[src/rtl/rxf_pkg.sv]
package rxf_pkg;

  localparam int SAMPLE_W = 20;
  localparam int WORD_W   = 32;
  localparam int LANES    = 4;

  typedef enum logic [1:0] {
    MODE_SERIAL = 2'b00,
    MODE_BYTE   = 2'b01,
    MODE_HALF   = 2'b10,
    MODE_SLOT   = 2'b11
  } rx_mode_e;

  typedef struct packed {
    logic                tag;
    logic [SAMPLE_W-1:0] smp;
  } rx_entry_t;

  // Number of samples a read asks for, given the mode and the count code.
  function automatic logic [2:0] req_lanes(rx_mode_e m, logic [1:0] code);
    logic [2:0] n;
    case (m)
      MODE_SLOT: n = 3'd1;
      MODE_HALF: n = (code == 2'd0) ? 3'd1 : 3'd2;
      default:   n = (code == 2'd0) ? 3'd1 : ((code == 2'd1) ? 3'd2 : 3'd4);
    endcase
    return n;
  endfunction

endpackage

[src/rtl/rxf_store.sv]
module rxf_store
  import rxf_pkg::*;
#(
  parameter  int DEPTH = 16,
  localparam int AW    = $clog2(DEPTH),
  localparam int CW    = AW + 1
) (
  input  logic                        clk,
  input  logic                        rst_n,
  input  logic                        clr,
  input  logic                        wr_go,
  input  rx_entry_t                   din,
  input  logic [2:0]                  pop,
  output rx_entry_t [LANES-1:0]       win,
  output logic [CW-1:0]               count,
  output logic                        full,
  output logic                        empty,
  output logic                        overrun
);

  rx_entry_t       mem [DEPTH];
  logic [AW-1:0]   wptr_q, wptr_n;
  logic [AW-1:0]   rptr_q, rptr_n;
  logic [CW-1:0]   cnt_q, cnt_n;
  logic            ovr_q, ovr_n;
  logic            push;

  assign full  = (cnt_q == CW'(DEPTH));
  assign empty = (cnt_q == '0);
  assign push  = wr_go & ~full & ~clr;

  always_comb begin
    if (clr) begin
      wptr_n = '0;
      rptr_n = '0;
      cnt_n  = '0;
      ovr_n  = 1'b0;
    end else begin
      wptr_n = wptr_q + AW'(push);
      rptr_n = rptr_q + AW'(pop);
      cnt_n  = cnt_q + CW'(push) - CW'(pop);
      ovr_n  = ovr_q | (wr_go & full);
    end
  end

  always_ff @(posedge clk or negedge rst_n) begin
    if (!rst_n) begin
      wptr_q <= '0;
      rptr_q <= '0;
      cnt_q  <= '0;
      ovr_q  <= 1'b0;
    end else begin
      wptr_q <= wptr_n;
      rptr_q <= rptr_n;
      cnt_q  <= cnt_n;
      ovr_q  <= ovr_n;
    end
  end

  // Storage array, write-enabled, no reset.
  always_ff @(posedge clk) begin
    if (push) begin
      mem[wptr_q] <= din;
    end
  end

  // Read window: the LANES oldest entries starting at the read pointer.
  for (genvar g = 0; g < LANES; g++) begin : g_win
    assign win[g] = mem[rptr_q + AW'(g)];
  end

  assign count   = cnt_q;
  assign overrun = ovr_q;

endmodule

[src/rtl/rxf_pack.sv]
module rxf_pack
  import rxf_pkg::*;
(
  input  rx_mode_e              mode,
  input  logic [2:0]            take,
  input  rx_entry_t [LANES-1:0] win,
  output logic [WORD_W-1:0]     word
);

  logic unused_win_bits;
  assign unused_win_bits = ^{win[1].tag, win[2].tag, win[3].tag,
                             win[1].smp[19:16], win[2].smp[19:8], win[3].smp[19:8]};

  always_comb begin
    word = '0;
    case (mode)
      MODE_SLOT: begin
        if (take != 3'd0) begin
          if (win[0].tag) begin
            word[31:16] = win[0].smp[15:0];
            word[11]    = 1'b1;
          end else begin
            word[31:12] = win[0].smp;
          end
        end
      end
      MODE_HALF: begin
        for (int i = 0; i < 2; i++) begin
          if (3'(i) < take) begin
            word[31-16*i -: 16] = win[i].smp[15:0];
          end
        end
      end
      default: begin
        for (int i = 0; i < LANES; i++) begin
          if (3'(i) < take) begin
            word[31-8*i -: 8] = win[i].smp[7:0];
          end
        end
      end
    endcase
  end

endmodule

[src/rtl/rx_sample_fifo.sv]
module rx_sample_fifo
  import rxf_pkg::*;
#(
  parameter  int DEPTH = 16,
  localparam int CW    = $clog2(DEPTH) + 1
) (
  input  logic          clk,
  input  logic          rst_n,
  input  logic          rx_enable,
  input  logic          rx_reset,
  input  logic [1:0]    mode,
  input  logic          wr_valid,
  input  logic [19:0]   wr_data,
  input  logic          wr_frame_start,
  input  logic          rd_req,
  input  logic [1:0]    rd_count,
  output logic [31:0]   rd_data,
  output logic          rd_valid,
  output logic          rd_underflow,
  output logic [CW-1:0] level,
  output logic          empty,
  output logic          full,
  output logic          overrun
);

  // Reset: asserted asynchronously, released on the clock.
  logic [1:0] rst_pipe;
  logic       rst_sync_n;

  always_ff @(posedge clk or negedge rst_n) begin
    if (!rst_n) rst_pipe <= 2'b00;
    else        rst_pipe <= {rst_pipe[0], 1'b1};
  end
  assign rst_sync_n = rst_pipe[1];

  rx_mode_e              mode_e;
  rx_entry_t             din;
  rx_entry_t [LANES-1:0] win;
  logic [CW-1:0]         count;
  logic [2:0]            want, take, pop;
  logic                  short_rd;
  logic                  armed_q, armed_n;
  logic                  wr_go;
  logic [WORD_W-1:0]     packed_word;
  logic [WORD_W-1:0]     rdata_q, rdata_n;
  logic                  rvalid_q, rvalid_n;
  logic                  ruflow_q, ruflow_n;

  assign mode_e   = rx_mode_e'(mode);
  assign din      = '{tag: wr_frame_start, smp: wr_data};
  assign want     = req_lanes(mode_e, rd_count);
  assign short_rd = (CW'(want) > count);
  assign take     = short_rd ? count[2:0] : want;
  assign pop      = (rd_req & ~rx_reset) ? take : 3'd0;

  // Re-arm: cleared by a receiver reset, set once the enable is seen low.
  always_comb begin
    if (rx_reset)        armed_n = 1'b0;
    else if (!rx_enable) armed_n = 1'b1;
    else                 armed_n = armed_q;
  end

  always_ff @(posedge clk or negedge rst_sync_n) begin
    if (!rst_sync_n) armed_q <= 1'b1;
    else             armed_q <= armed_n;
  end

  assign wr_go = wr_valid & rx_enable & armed_q & ~rx_reset;

  rxf_store #(.DEPTH(DEPTH)) u_store (
    .clk     (clk),
    .rst_n   (rst_sync_n),
    .clr     (rx_reset),
    .wr_go   (wr_go),
    .din     (din),
    .pop     (pop),
    .win     (win),
    .count   (count),
    .full    (full),
    .empty   (empty),
    .overrun (overrun)
  );

  rxf_pack u_pack (
    .mode (mode_e),
    .take (take),
    .win  (win),
    .word (packed_word)
  );

  // Read result register.
  always_comb begin
    rdata_n  = rdata_q;
    rvalid_n = 1'b0;
    ruflow_n = 1'b0;
    if (rx_reset) begin
      rdata_n = '0;
    end else if (rd_req) begin
      rdata_n  = packed_word;
      rvalid_n = 1'b1;
      ruflow_n = short_rd;
    end
  end

  always_ff @(posedge clk or negedge rst_sync_n) begin
    if (!rst_sync_n) begin
      rdata_q  <= '0;
      rvalid_q <= 1'b0;
      ruflow_q <= 1'b0;
    end else begin
      rdata_q  <= rdata_n;
      rvalid_q <= rvalid_n;
      ruflow_q <= ruflow_n;
    end
  end

  assign rd_data      = rdata_q;
  assign rd_valid     = rvalid_q;
  assign rd_underflow = ruflow_q;
  assign level        = count;

endmodule

[config.mk]
export PLATFORM = sky130hd
export DESIGN_NAME = rx_sample_fifo
export DESIGN_NICKNAME = d
export VERILOG_FILES = /design/src/rtl/rxf_pkg.sv /design/src/rtl/rxf_store.sv /design/src/rtl/rxf_pack.sv /design/src/rtl/rx_sample_fifo.sv
export SDC_FILE = /design/constraint.sdc
export NUM_CORES = 1
export LEC_CHECK = 0
export BUFFER_PORTS_ARGS = -buffer_cell sky130_fd_sc_hd__clkbuf_2
export CAP_MARGIN = 5
export CORE_ASPECT_RATIO = 0.8
export CORE_MARGIN = 2
export CORE_UTILIZATION = 50
export DETAILED_ROUTE_END_ITERATION = 8
export PLACE_DENSITY = 0.76
export SKIP_CTS_REPAIR_TIMING = 1
export SLEW_MARGIN = 20
export SYNTH_ARGS = -nofsm -noshare
export SYNTH_HDL_FRONTEND = slang
export SYNTH_HIERARCHICAL = 1
export SYNTH_SLANG_ARGS = --single-unit
[constraint.sdc]
create_clock -name clk -period 2.1 [get_ports clk]
set_input_delay 0.315 -clock clk [delete_from_list [all_inputs] [get_ports clk]]
set_output_delay 0.315 -clock clk [all_outputs]
set_load 0.05 [all_outputs]
* Yosys cells after proc, flatten, opt, wreduce, memory -nomap -nowiden
Memories as Yosys holds them, arrays and structs flattened.
Index checks and enable logic that the tools add are counted.
** Storage, ports and cells
- Flip-flop bits (word level) :: 51
- Bits in latches :: 0
- Memory bits (writable) :: 336
- Memory bits (read-only) :: 0
- Bits of input ports :: 31
- Memories :: 1
** Operators by class
- $add $sub $neg :: 7
- Multipliers :: 0
- Div/mod/pow operators :: 0
- $lt $le $gt $ge :: 5
- Equality and inequality tests :: 5
- Shift-type cells :: 0
- Muxes and demuxes :: 32
- Bitwise gates (word level) :: 10
- Reduce and logical (&&, ||, !) cells :: 4
** Memory list
- u_store.mem :: depth 16, bits a word 21, read ports 4, clocked after Yosys merged registers in 0, wr ports 1, RTL line rxf_store.sv:21 : rx_entry_t mem [DEPTH];
** Operator list (count)
- $mux 32 :: 2
- $mux 16 :: 3
- $pmux 21 s2 :: 1
- $mux 8 :: 4
- $pmux 11 s2 :: 1
- $mux 21 :: 1
- $mux 3 :: 4
- $mux 4 :: 3
- $mux 1 :: 10
- $add 4x2->4 const B :: 2
- $and 1x1->1 :: 7
- $lt 1x3->1 const A :: 2
- $lt 2x3->1 const A :: 2
- $pmux 3 s2 :: 1
- $add 5x1->5 :: 1
- $eq 5x5->1 const B :: 1
- $gt 3x5->1 :: 1
- $logic_not 5->1 :: 1
- $mux 5 :: 1
- $sub 5x3->5 :: 1
- $add 4x1->4 :: 1
- $add 4x1->4 const B :: 1
- $add 4x3->4 :: 1
- $eq 2x2->1 const B :: 2
- other kinds (8) :: 9

* Longest topological paths before layout
Gate-level depths: netlist of the first run.
- Word-level depth :: 11
- Mapped depth :: 16
- Depth with buffers taken out :: 16

* Hierarchy
The synthesis of the first run kept the hierarchy.
** Modules (own cells, without submodules)
- rxf_store :: instances 1, cells each 1420, area each 21092.7 sq um
- rx_sample_fifo :: instances 1, cells each 142, area each 1647.8 sq um
- rxf_pack :: instances 1, cells each 109, area each 749.5 sq um

* Least setup slack after synthesis of the first run
No wires, ideal clock.
- Path kind :: register to register
- From :: register u_store.cnt_q[3] (netlist: u_store/count[3])
- To :: memory u_store/mem[0][0] in the netlist's numbering (enable)
- Library setup time :: 430 ps
- Arrival time :: 3295 ps
- Setup slack :: -1625 ps
- Cell stages (with the launch flop) :: 5
- Clock period less this slack :: 3725 ps
- Path through :: dfrtp_1 > nor4_1 > and2_1 > nor4_1 > nor3b_1
** On the way
- Longest elaborated chain between the ends :: 6
** RTL lines
- from (decl) :: RTL line rxf_store.sv:24 : logic [CW-1:0] cnt_q, cnt_n;
- from (signal assigned) :: RTL line rxf_store.sv:55 : cnt_q <= cnt_n;
- $eq 5x5->1 :: RTL line rxf_store.sv:28 : assign full = (cnt_q == CW'(DEPTH));
- named net full :: RTL line rx_sample_fifo.sv:22 : output logic full,
- $not 1->1 :: RTL line rxf_store.sv:30 : assign push = wr_go & ~full & ~clr;
- $and 1x1->1 (2 in series) :: RTL line rxf_store.sv:30
- $mux 1 :: RTL line rxf_store.sv:62 : if (push) begin
- $mux 1 (not written as such) :: RTL line rxf_store.sv:63 : mem[wptr_q] <= din;
- to (decl) :: RTL line rxf_store.sv:21
The timed path passes the listed nets, and every way through them passes these cells.

==> results of run 1 <==
[critical path: stages, from the launching register on]
cell and delay, ns:
dfrtp_4 0.45, buf_12 0.17, inv_8 0.04, ha_4 0.17, xnor2_4 0.20, buf_12 0.13, buf_12 0.14, mux4_2 0.34
nand3_2 0.10, nand4_1 0.28, a22o_1 0.33, a32o_2 0.24, mux2i_1 0.17, nor2_1 0.07
[sequential cells by signal (all words and copies together), names as in the netlist]
name and count:
armed_q 1, rd_data 32, rd_underflow 1, rd_valid 1, rst_pipe 2, u_store/count 5
u_store/mem 336, u_store/overrun 1, u_store/rptr_q 4, u_store/wptr_q 4
[area by class of cell]
cell class                 count  share of cell area
clock buffer                  52              0.0432
antenna                        1           0.0000967
sequential                   387               0.440
multi-input combinational    802               0.346
clock inverter                20             0.00479
timing repair buffer         348               0.137
tap                          536              0.0259
inverter                      21             0.00353
[through the flow]
step	cell area [um2]	setup slack (ns)
6_report	25900	-0.880
5_1_grt	25900	-0.922
4_1_cts	24000	-1.03
3_5_place_dp	22800	-1.12
3_3_place_gp	22800	-0.992
2_1_floorplan	20500	-0.912
[cells in the final DEF (no fill, tap or decap), types with 11 or more instances in the layout]
cell type and count:
clkbuf_16 58, nand4_1 24, mux2_2 61, a22oi_2 13, clkbuf_2 70, edfxtp_1 336, a22o_1 11, o211ai_1 40
inv_1 14, a22oi_1 51, nand2_1 123, mux2i_1 69, buf_12 45, nand2_2 12, nor2_1 45, mux4_2 148
buf_4 172, buf_6 32, dfrtp_1 42
[power groups by stage]
stage / Combinational (W) / Sequential, W / Clock (W)
6_report: 0.00897 / 0.00866 / 0.00681
5_1_grt: 0.00926 / 0.00867 / 0.00720
4_1_cts: 0.00685 / 0.00864 / 0.00686
3_5_place_dp: 0.00681 / 0.00879 / 0
3_3_place_gp: 0.00667 / 0.00879 / 0
2_1_floorplan: 0.00403 / 0.00923 / 0
[worst max-delay path by stage]
stage / to / from / slack [ns]
after floorplan: u_store/count[4] / u_store/count[1] / -0.91
after global placement: u_store/count[4] / mode[1] / -0.99
after detailed placement: u_store/count[4] / mode[1] / -1.12
after CTS: rd_data[14] / u_store/rptr_q[0] / -1.03
after global routing: rd_data[2] / u_store/rptr_q[1] / -0.92
final: rd_data[2] / u_store/rptr_q[1] / -0.88
[layer usage]
metal / part of all wire / GRT usage / vias up
met3: 0.14 / 0.0791 / 240
met2: 0.43 / 0.410 / 1065
li1: - / - / 5897
met1: 0.38 / 0.403 / 7343
met4: 0.045 / 0.0876 / 2
met5: 0.00017 / 0 / -
==> reports/metrics.cfg, run 1 <==
[cells_and_area]
syn_to_final_growth_pct=28.4
layoutNonFillerInstCount=2167
nFillCells=2664
regArea_um2=11400
drive_above_1_share=0.477
final_util=0.654
multi_input_area_um2=8940
fin_nets=1653

[floorplanning]
die_y_um=184
io_pins=73
rows=65
die_area_um2=42000
coreArea_um2=39600
die_x_um=228
start_util=0.509

[global_routing]
grt_pass1_vias=13500
overflow=0
grt_pass1_wl_um=86500
grt.total_usage=0.278
antenna_found_initial=2
grt_max_degree=70

[timing]
grt_setup_unrepaired=true
tightest_slew_ns=0.583
fin_tns_setup_ns=-46.60
fmax_ghz=0.336
skew_ns=0.0219
whs_ns=0.0589
maxSlewViolCount=0
slew_headroom=0.610
setup_violations=328
fin_crit_sh=1.42
worst_slack_ns=-0.880
period_needed_ns=2.98
hold_violations=0

[routing]
totalWireLength_um=64200
dr.pass1.iters=6
drc_errors=0
wl_per_cell_um=29.6
viasPerCell=6.71
drt_iter0_markers=2229
dr_total_vias=14500
ant_nets=0

[worst_setup_path]
startpoint_type=register
timing.rr.start=u_store/rptr_q[1]
cp_max_fo=6
criticalPathCategory=register to register
r2r_setup_slack_ns=-0.88
cp.arrival_ns=3.42
required_ns=2.54
endpoint_kind=register
worstReg2RegEnd=rd_data[2]
worstRegToRegCells=13

[flow_run]
max_cap_viol_count=0

[pwr]
total_power_w=0.0244
power_frac_comb=0.367
clkPwrFrac=0.279
power_frac_seq=0.354
powerDensity_nw_per_um2=944
p_leak_nw=9.06
ir_drop_uv=610
internal-power_w=0.0165
netSwitchingPower_w=0.00798
p_sw_frac=0.327

[place]
gp_congestion=0.970
place_inst=2015
place_hpwl_um=39500
io_buffers=72

[logic_synthesis]
syn_nets=1393
ys_warn_count=6
netlist_instances=1341
synth_area_um2=20200
syn_area_per_cell_um2=15.0

[cts]
path_clk_slew_ns=0.06
cts.sinks=387
htree_levels=2
cts_buffers=41
root_buffer=clkbuf_16
cts_tree=built
clockBufferDepth=3
clkLatencyLatePin_ns=0.57

[status]
violations=negative setup slack
outcome=finished, violations left

[worst_hold_path]
hp-class=input pin to async pin

Power figures use the tool's default switching activity.
==> run 2, diff against run 1 <==
Settings changed: PLACE_DENSITY 0.76 to 0.73.
==> reports/metrics.cfg, run 2 (same netlist as run 1, synthesis figures left out) <==
[timing]
fin_crit_sh=1.40  ; -0.0218
hold_violations=0  ; unchanged
fmax_ghz=0.341  ; +1.6%
skew_ns=0.0131  ; -0.00874 ns
worst_slack_ns=-0.834  ; +0.0458 ns
fin_tns_setup_ns=-35.83  ; +10.77 ns
grt_setup_unrepaired=true
setup_violations=225  ; -31%
maxSlewViolCount=0  ; unchanged
whs_ns=0.0511  ; -0.00777 ns
period_needed_ns=2.93  ; -0.0458 ns
slew_headroom=0.617  ; +0.00776
tightest_slew_ns=0.574  ; -0.00892 ns

[place]
place_inst=2010  ; -0.25%
place_hpwl_um=38900  ; -1.5%
gp_congestion=0.934  ; -3.8%
io_buffers=72  ; unchanged
place_ws_ns=-1.11  ; +0.0138 ns

[worst_setup_path]
criticalPathCategory=register to register
max_stage_delay_ns=0.51  ; +0.06 ns
cp_cell_sequence=ha_4 > xor2_4 > buf_12 > buf_12 > mux2_2 > a22oi_2 > nand4_1 > buf_4 > a22o_1 > a32o_1 > mux2i_1 > nor2_1
cp_max_fo=9  ; +3
required_ns=2.54  ; about the same
startpoint_type=register
critPathLaunch=u_store/rptr_q[1]
r2r_setup_slack_ns=-0.83  ; +0.05 ns
path_common_cell=buf_12
slowest_stage=dfrtp_4
cp.arrival_ns=3.37  ; -0.05 ns
worstRegToRegCells=12  ; -1
timing.rr.start=u_store/rptr_q[1]
endpoint_kind=register
worstReg2RegEnd=rd_data[7]

[cells_and_area]
top_register=u_store/mem
final_cell_mix=edfxtp_1 (336), buf_4 (153), mux4_2 (148), nand2_1 (123), mux2i_1 (73)
final_common_cell=edfxtp_1
layoutNonFillerInstCount=2139  ; -1.3%
fin_nets=1625  ; -1.7%
diodes=0  ; -1
syn_to_final_growth_pct=25.9
nFillCells=2660  ; -0.15%
drive_above_1_share=0.457  ; -0.0200
largest_register_ffs=336  ; unchanged

[worst_hold_path]
holdPathEnd=armed_q
hold_depth=3
worstHoldStart=rx_reset
hp-class=input pin to register

[floorplanning]
die_x_um=228  ; unchanged
die_area_um2=42000  ; unchanged
rows=65  ; unchanged
start_util=0.509  ; unchanged
io_pins=73  ; unchanged
coreArea_um2=39600  ; unchanged
die_y_um=184  ; unchanged

[pwr]
total_power_w=0.0238  ; -2.8%
p_sw_frac=0.321  ; -0.00578
p_leak_nw=8.81  ; -2.7%
internal-power_w=0.0161  ; -1.9%
power_frac_seq=0.364  ; +0.010
ir_drop_uv=631  ; +3.5%
clkPwrFrac=0.277  ; -0.002
powerDensity_nw_per_um2=936  ; -0.86%
netSwitchingPower_w=0.00762  ; -4.5%
power_frac_comb=0.359  ; -0.008

[cts]
cts_tree=built
path_clk_slew_ns=0.06  ; about the same
root_buffer=clkbuf_16
cts_buffers=39  ; -4.9%
htree_levels=2  ; unchanged
clkLatencyLatePin_ns=0.56  ; about the same
clockBufferDepth=3  ; unchanged
cts.sinks=387  ; unchanged

[global_routing]
antenna_found_initial=1  ; -1
overflow=0  ; unchanged
grt_max_degree=60  ; -14%
grt.total_usage=0.276  ; -0.00230
grt_pass1_wl_um=86300  ; -0.31%
grt_pass1_vias=13300  ; -1.5%

[flow_run]
max_cap_viol_count=0  ; unchanged

[routing]
drt_iter0_markers=2052  ; -7.9%
viasPerCell=6.70  ; -0.26%
dr.pass1.iters=8  ; +2
ant_nets=0  ; unchanged
wl_per_cell_um=29.0  ; -2.0%
dr_total_vias=14300  ; -1.5%
totalWireLength_um=62100  ; -3.3%
drc_errors=0  ; unchanged

[status]
violations=negative setup slack
outcome=finished, violations left

[run 2: through the flow]
step           cell area [um2]  utilization
6_report                 25400        0.641
5_1_grt                  25400        0.641
4_1_cts                  23900        0.604
3_5_place_dp             22800        0.575
3_3_place_gp             22800        0.575
2_1_floorplan            20500            -
[run 2: power groups by stage]
stage | combinational, W | clock, W | sequential (W)
floorplan | 0.00403 | 0 | 0.00923
global placement | 0.00666 | 0 | 0.00879
detailed placement | 0.00679 | 0 | 0.00879
CTS | 0.00681 | 0.00666 | 0.00863
global route | 0.00885 | 0.00696 | 0.00865
finish | 0.00853 | 0.00658 | 0.00864
[run 2: final cells by class]
cell class	count	area (um2)	share of cell area
flip-flops and latches	387	11400	0.448
multi-input cells	801	8760	0.345
repair buffers	323	3300	0.130
clock buffers	52	1060	0.0416
well taps	536	671	0.0264
clock inverters	19	126	0.00498
inverters	21	91.3	0.00360
[run 2: worst max path at each step]
stage	end	slack, ns	cells after the start
global placement	u_store/count[4]	-1.01	16
CTS	rd_data[22]	-0.88	12
detailed placement	u_store/count[4]	-1.11	15
finish	rd_data[7]	-0.83	12
floorplan	u_store/count[4]	-0.91	13
global route	u_store/count[4]	-0.88	14
[run 2: worst max-delay path, delay by kind of cell (launching register included)]
kind	cells	cell delay, ns
multiplexers	2	0.50
AND/OR/NAND/NOR	2	0.29
AO/OA/AOI/OAI	3	0.60
XOR/XNOR	1	0.15
buffers and inverters	3	0.56
adder cells (fa/ha/maj)	1	0.19
flip-flops	1	0.51
[run 2: routing by layer]
layer | up-vias | part of all wire | track usage
met4 | 2 | 0.033 | 0.0742
met5 | - | 0.00024 | 0
met3 | 184 | 0.15 | 0.0717
li1 | 5835 | - | -
met1 | 7207 | 0.38 | 0.413
met2 | 1094 | 0.44 | 0.402
